<file path="src/rtl/s2d_pkg.sv">
package s2d_pkg;
  typedef enum logic [1:0] {
    CLS_NORM    = 2'd0,
    CLS_SUB     = 2'd1,
    CLS_SPECIAL = 2'd2
  } s2d_cls_e;
endpackage

</file>
<file path="src/rtl/s2d_classify.sv">
module s2d_classify
  import s2d_pkg::*;
#(
  parameter int SEXP_W  = 8,
  parameter int SFRAC_W = 23
) (
  input  logic [SEXP_W-1:0]  exp_f,
  input  logic [SFRAC_W-1:0] frac_f,
  output s2d_cls_e           cls
);
  logic exp_zero, exp_ones, frac_zero;

  always_comb begin
    exp_zero  = (exp_f == '0);
    exp_ones  = (exp_f == '1);
    frac_zero = (frac_f == '0);
    if (!exp_zero && !exp_ones) cls = CLS_NORM;
    else if (exp_zero && !frac_zero) cls = CLS_SUB;
    else cls = CLS_SPECIAL;
  end
endmodule

</file>
<file path="src/rtl/s2d_lzc.sv">
module s2d_lzc #(
  parameter int W = 23,
  localparam int CW = $clog2(W + 1)
) (
  input  logic [W-1:0]  vec,
  output logic [CW-1:0] cnt
);
  logic [W-1:0] above;
  logic [W-1:0] first;

  // above[i]: some bit more significant than i is set
  generate
    for (genvar i = 0; i < W; i++) begin : g_scan
      if (i == W - 1) begin : g_top
        assign above[i] = 1'b0;
      end else begin : g_mid
        assign above[i] = above[i+1] | vec[i+1];
      end
      assign first[i] = vec[i] & ~above[i];
    end
  endgenerate

  always_comb begin
    cnt = (vec == '0) ? CW'(W) : '0;
    for (int i = 0; i < W; i++) begin
      if (first[i]) cnt = cnt | CW'(W - 1 - i);
    end
  end
endmodule

</file>
<file path="src/rtl/s2d_widen_core.sv">
module s2d_widen_core
  import s2d_pkg::*;
#(
  parameter int SEXP_W  = 8,
  parameter int SFRAC_W = 23,
  parameter int DFRAC_W = 52,
  localparam int DEXP_W = SEXP_W + 3,
  localparam int SW     = 1 + SEXP_W + SFRAC_W,
  localparam int DW     = 1 + DEXP_W + DFRAC_W,
  localparam int PAD    = DFRAC_W - SFRAC_W,
  localparam int LZW    = $clog2(SFRAC_W + 1)
) (
  input  logic [SW-1:0]  word,
  input  s2d_cls_e       cls,
  input  logic [LZW-1:0] lz,
  output logic [DW-1:0]  dword
);
  localparam int SBIAS    = (1 << (SEXP_W - 1)) - 1;
  localparam int DBIAS    = (1 << (DEXP_W - 1)) - 1;
  localparam int SUB_BASE = DBIAS - SBIAS;

  logic                sgn;
  logic [SEXP_W-1:0]   ef;
  logic [SFRAC_W-1:0]  ff;
  logic [SFRAC_W-1:0]  aligned;
  logic [SFRAC_W-1:0]  sub_frac;
  logic [DEXP_W-1:0]   sub_exp;
  logic [DEXP_W-1:0]   exp_out;
  logic [SFRAC_W-1:0]  frac_out;

  always_comb begin
    sgn      = word[SW-1];
    ef       = word[SW-2 -: SEXP_W];
    ff       = word[SFRAC_W-1:0];
    aligned  = ff << lz;
    sub_frac = {aligned[SFRAC_W-2:0], 1'b0};
    sub_exp  = DEXP_W'(SUB_BASE) - DEXP_W'(lz);
    unique case (cls)
      CLS_NORM: begin
        exp_out  = {ef[SEXP_W-1], {3{~ef[SEXP_W-1]}}, ef[SEXP_W-2:0]};
        frac_out = ff;
      end
      CLS_SUB: begin
        exp_out  = sub_exp;
        frac_out = sub_frac;
      end
      default: begin
        exp_out  = {ef[SEXP_W-1], {3{ef[SEXP_W-1]}}, ef[SEXP_W-2:0]};
        frac_out = ff;
      end
    endcase
    dword = {sgn, exp_out, frac_out, {PAD{1'b0}}};
  end
endmodule

</file>
<file path="src/rtl/s2d_expand.sv">
module s2d_expand
  import s2d_pkg::*;
#(
  parameter int SEXP_W  = 8,
  parameter int SFRAC_W = 23,
  parameter int DFRAC_W = 52,
  localparam int SW     = 1 + SEXP_W + SFRAC_W,
  localparam int DW     = 1 + SEXP_W + 3 + DFRAC_W,
  localparam int LZW    = $clog2(SFRAC_W + 1)
) (
  input  logic          clk,
  input  logic          rst,
  input  logic          in_valid,
  output logic          in_ready,
  input  logic [SW-1:0] in_word,
  output logic          out_valid,
  input  logic          out_ready,
  output logic [DW-1:0] out_dword
);
  s2d_cls_e       cls;
  logic [LZW-1:0] lz;
  logic [DW-1:0]  wide;

  s2d_classify #(.SEXP_W(SEXP_W), .SFRAC_W(SFRAC_W)) u_cls (
    .exp_f  (in_word[SW-2 -: SEXP_W]),
    .frac_f (in_word[SFRAC_W-1:0]),
    .cls    (cls)
  );

  s2d_lzc #(.W(SFRAC_W)) u_lzc (
    .vec (in_word[SFRAC_W-1:0]),
    .cnt (lz)
  );

  s2d_widen_core #(.SEXP_W(SEXP_W), .SFRAC_W(SFRAC_W), .DFRAC_W(DFRAC_W)) u_core (
    .word  (in_word),
    .cls   (cls),
    .lz    (lz),
    .dword (wide)
  );

  assign in_ready = !out_valid || out_ready;

  always_ff @(posedge clk) begin
    if (rst) begin
      out_valid <= 1'b0;
      out_dword <= '0;
    end else if (in_ready) begin
      out_valid <= in_valid;
      if (in_valid) out_dword <= wide;
    end
  end
endmodule

</file>
<file path="config.mk">
export PLATFORM = sky130hd
export DESIGN_NAME = s2d_expand
export DESIGN_NICKNAME = d
export VERILOG_FILES = /design/src/rtl/s2d_pkg.sv /design/src/rtl/s2d_classify.sv /design/src/rtl/s2d_lzc.sv /design/src/rtl/s2d_widen_core.sv /design/src/rtl/s2d_expand.sv
export SDC_FILE = /design/constraint.sdc
export NUM_CORES = 1
export LEC_CHECK = 0
export BUFFER_PORTS_ARGS = -buffer_cell sky130_fd_sc_hd__buf_2
export CORE_ASPECT_RATIO = 0.6
export CORE_MARGIN = 10
export CORE_UTILIZATION = 45
export CTS_BUF_LIST = sky130_fd_sc_hd__clkbuf_8
export DETAILED_ROUTE_END_ITERATION = 12
export GPL_TIMING_DRIVEN = 0
export HOLD_SLACK_MARGIN = 0.12
export PLACE_DENSITY = 0.71
export SLEW_MARGIN = 30
export SYNTH_ARGS = -nofsm -noshare
export SYNTH_HDL_FRONTEND = slang
export SYNTH_SLANG_ARGS = --single-unit
</file>
<file path="constraint.sdc">
create_clock -name clk -period 4.7 [get_ports clk]
set_input_delay 0.94 -clock clk [delete_from_list [all_inputs] [get_ports clk]]
set_output_delay 0.94 -clock clk [all_outputs]
set_load 0.05 [all_outputs]
</file>
After elaboration in Yosys (flattened, before gate mapping) --
Index checks and enable logic that the tools add are counted.
Word-level totals: bits in registers 36, logic and storage cells 110, output and inout port bits 66, input bits 36
Cells by class: muxes and demuxes 27, $add $sub $neg 1, equality and inequality tests 2, shifts and indexed selects 1, bitwise operators 66, reduce and logical (&&, ||, !) cells 11
Operators with widths (number):
- 2-to-1 mux 5 bit | 8
- 2-to-1 mux 4 bit | 8
- zero test 23 bit | 1
- 2-to-1 mux 23 bit | 1
- inverter 1 bit | 23
- << shifter 23 x 5 -> 22 bit | 1
- AND 1 bit | 22
- case mux 11 bit (2 select lines) | 1
- bitwise OR 1 bit | 21
- 2-to-1 mux 3 bit | 4
- subtractor 10 x 5 -> 11 bit (first input constant) | 1
- equality test 8 bit (second input constant) | 1
- zero test 8 bit | 1
- 2-to-1 mux 2 bit | 4
- zero test 1 bit | 4
- equality test 2 x 1 -> 1 bit (second input constant) | 1
- logical AND 1 bit | 2
- zero test 2 bit | 1
- AND reduction 2 bit | 1
- logical OR 1 bit | 1
- 2-to-1 mux 1 bit | 1

Longest topological paths before layout --
depth after elaboration 47, mapped depth 15, gate-level depth less buffers 10

Modules after synthesis --
Synthesis repeated with hierarchy kept, for this count alone.
Unflattened totals: cell total of the unflattened synthesis 569, area, all modules 4929.7 um^2
By module, submodules not included:
- s2d_expand | seq. area each 1301.2 um^2, cells each 295, area each 2801.4 um^2, times used 1
- s2d_widen_core | seq. area each 0.0 um^2, cells each 217, area each 1720.4 um^2, times used 1
- s2d_lzc | seq. area each 0.0 um^2, cells each 41, area each 265.3 um^2, times used 1
- s2d_classify | seq. area each 0.0 um^2, cells each 16, area each 142.6 um^2, times used 1

Worst setup path after synthesis --
No wires, ideal clock.
path kind input port to flip-flop, from in in_word[19], to reg out_dword[54], arrival time 3.625 ns, required time 4.569 ns, slack 0.943 ns, path buffers 5, stages on the path 14, setup time 0.131 ns, cells stage by stage buf_6 -> or4_4 -> buf_6 -> or4_4 -> nor3_1 -> or3_1 -> buf_6 -> inv_4 -> buf_6 -> buf_2 -> ha_1 -> xnor2_1 -> a211oi_1 -> nor3_1
Between the ends: longest elaborated chain between the ends 44, elaborated cells between the ends (all ways) 86, those cells by class 1 x add/sub; 1 x eq/ne; 26 x mux; 54 x bitwise; 4 x reduce/logical
RTL lines:
- start, declared | line s2d_expand.sv:15 | input logic [SW-1:0] in_word,
- bitwise OR 1 bit (19 in series) | line s2d_lzc.sv:17 | assign above[i] = above[i+1] | vec[i+1];
- inverter 1 bit | line s2d_lzc.sv:19 | assign first[i] = vec[i] & ~above[i];
- AND 1 bit | line s2d_lzc.sv:19
- 2-to-1 mux 5 bit (7 in series) | line s2d_lzc.sv:26 | if (first[i]) cnt = cnt | CW'(W - 1 - i);
- 2-to-1 mux 4 bit (8 in series) | line s2d_lzc.sv:26
- 2-to-1 mux 3 bit (4 in series) | line s2d_lzc.sv:26
- 2-to-1 mux 2 bit (2 in series) | line s2d_lzc.sv:26
- subtractor 10 x 5 -> 11 bit | line s2d_widen_core.sv:37 | sub_exp = DEXP_W'(SUB_BASE) - DEXP_W'(lz);
- case mux 11 bit (2 select lines) (*) | line s2d_widen_core.sv:38 | unique case (cls)
- end signal, assigned | line s2d_expand.sv:50 | if (in_valid) out_dword <= wide;
- end, declared | line s2d_expand.sv:18 | output logic [DW-1:0] out_dword
Every way passes the cells marked *; elsewhere a longest branch is shown, timed or not. A chain may end at the register's enable or synchronous reset.

Worst setup path in the final report --
from in in_word[15], to reg out_dword[40]
Between the ends: longest elaborated chain between the ends 40, elaborated cells between the ends (all ways) 77, those cells by class 1 x eq/ne; 1 x shift; 26 x mux; 46 x bitwise; 3 x reduce/logical
RTL lines:
- bitwise OR 1 bit (15 in series) | line s2d_lzc.sv:17
- inverter 1 bit | line s2d_lzc.sv:19
- AND 1 bit | line s2d_lzc.sv:19
- 2-to-1 mux 5 bit (7 in series) | line s2d_lzc.sv:26
- 2-to-1 mux 4 bit (8 in series) | line s2d_lzc.sv:26
- 2-to-1 mux 3 bit (4 in series) | line s2d_lzc.sv:26
- 2-to-1 mux 2 bit (2 in series) | line s2d_lzc.sv:26
- << shifter 23 x 5 -> 22 bit | line s2d_widen_core.sv:35 | aligned = ff << lz;
- 2-to-1 mux 23 bit (*) | line s2d_widen_core.sv:38
Marks and branches as above.

==> reports/qor.yml <==
status: "finished, final reports clean"
r2r-end: "out_dword[47]"
tightest_slew_ps: 937.9
hold_violations: 0
fin_crit_ps: 4144
syn_to_final_growth_pct: 19.53
crit_arrival_ps: 4360
drt_wl_total_mm: 16.43
slew_viol_final: 0
vdd_drop_max_mv: 0.1470
cts_tree: "built"
post_drt_wl_per_cell_um: 24.20
diodes: 0
synth_edf_count: 0
first_iter_violations: 770
yosys_warnings: 0
hold_end: "out_dword[62]"
clock_latency_ps: 310
synth.distinct_cells: 63
die_h_um: 87.54
setup-violations-final: 0
dp_hpwl_mm: 12.87
start_util: 0.4669
rsz0062_at_grt: "false"
grt_first_pass_wirelength_mm: 24.52
fmax_ghz: 0.2413
drive_gt1_frac: 0.2243
synth.top_cell.area_share: 0.2048
path_class: "input pin to flop"
avgViaCountPerCell: 6.461
p_leak_uw: 0.001758
finClkSkew_ps: 13.71
worstHoldStart: "out_dword[62]"
fin_area_um2: 4089
numCtsBuffers: 5
pin_count: 102
cts_resized: 0
rows: 24
end_kind: "flop"
setup_tns_ps: 0
post_cts_buffers: 0
rrSetupSlack_ps: 2680
detail-route-antenna-nets: 0
drc_errors: 0
nNetsFinal: 611
synth-seq-cells: 35
ys_seq_area_frac: 0.2048
avgSynthCellArea_um2: 7.156
ctsHoldBuffers: 0
critPathLaunchType: "input pin"
vias: 4387
antenna_found_initial: 0
slew_headroom: 0.3699
numPortBuffers: 61
synthCells: 478
grt_use_total: 0.2680
die_area_um2: 11600
place_area_um2: 3976
htree_num_levels: 2
hold_class: "flop to flop"
syn_area_um2: 3421
crit_fanout: 10
core-area_um2: 7327
ys.flop_type: "dfxtp_1"
cap_violations: 0
cts_sinks: 35
final_cell_mix: "buf_2 (66), nor2_1 (52), nand2_1 (52)"
synthArstFlopShare: 0
die_w_um: 132.6
powerDensity_nw_per_um2: 258.6
gr-total-overflow: 0
grt_max_degree: 13
r2r-start: "out_valid"
fin_crit_sh: 0.8818
layout.cells.most_common: "buf_2"
gp_congestion: 1.075
reg2regPathDepth: 6
yosysTopAreaCell: "dfxtp_1"
grt_pass1_vias: 4044
cts.clk_slew.worst_paths_ps: 80
ys_top_cells_by_area: "dfxtp_1 (20%), mux2i_1 (8.5%), buf_4 (7.5%), nand2_1 (5.7%), nor2_1 (5.7%)"
cp_data_required_time_ps: 4910
clockRootBuffer: "clkbuf_8"
holdPathStages: 2
clk_path_buf_depth: 2
dr.pass1.iters: 8
[synthesized netlist by cell type, drive strengths merged, types with 12 or more instances]
master,count
dfxtp,35
nand3,20
nor2,52
nor3,18
buf,45
clkbuf,27
nand2,52
a21oi,31
a211oi,20
mux2i,29
inv,12
o21ai,20
[registers in the layout, summed over array words and instances, names as in the netlist]
name / count
out_dword: 34
out_valid: 1
[critical path, cell delays in order]
cell and delay (ps):
buf_2 170, or4_1 540, clkbuf_1 270, nor2_1 260
clkbuf_1 450, nand3_1 310, nand3_1 450, clkbuf_1 490
a221oi_1 240, a311oi_1 240
[cells by family after synthesis]
group | share of synthesized area
buf+inv | 0.1430
mux | 0.1013
simple gates | 0.2506
flops | 0.2048
compound gates | 0.2930
other cells | 0.001096
fa+ha+maj | 0.003657
xor+xnor | 0.002561
[layout make-up]
class                           count  area, um2
Buffer                             72      441.7
Clock buffer                        5      68.82
Clock inverter                      3      43.79
Fill cell                         738       3238
Inverter                           12      47.55
Multi-Input combinational cell    387       2351
Sequential cell                    35      700.7
Tap cell                          104      130.1
Timing Repair Buffer               61      305.3
[how the worst max path moves through the flow]
stage,startpoint,endpoint,slack [ps],cells past startpoint
global placement,in_word[21],out_dword[46],280,11
detailed placement,in_word[15],out_dword[57],440,11
finish,in_word[15],out_dword[40],560,10
global route,in_word[15],out_dword[57],440,11
floorplan,in_word[19],out_dword[54],940,14
CTS,in_word[15],out_dword[40],750,10
[metal layers]
| layer | vias up | track usage | share of wire |
|---|---|---|---|
| li1 | 1915 | - | - |
| met1 | 1990 | 0.3687 | 0.42 |
| met2 | 428 | 0.3629 | 0.38 |
| met3 | 54 | 0.1269 | 0.17 |
| met4 | 0 | 0.06958 | 0.025 |
| met5 | - | 0 | 0 |
[power breakdown]
group	internal, uW	switching (uW)
Clock	158	127
Combinational	118	325
Sequential	318	11.1
Total	594	463
[per-stage QoR]
step           setup slack [ps]  utilization  hold slack, ps  total power (uW)  cells
3_3_place_gp              284.2       0.5406           438.5             761.1    671
5_1_grt                   442.1       0.5581           481.5              1089    679
4_1_cts                   750.5       0.5581           460.2              1041    679
2_1_floorplan             943.4            -           671.2             647.3    506
6_report                  555.5       0.5581           458.5              1057    679
3_5_place_dp              442.7       0.5427           448.8             761.8    671
Power figures use the tool's default switching activity.
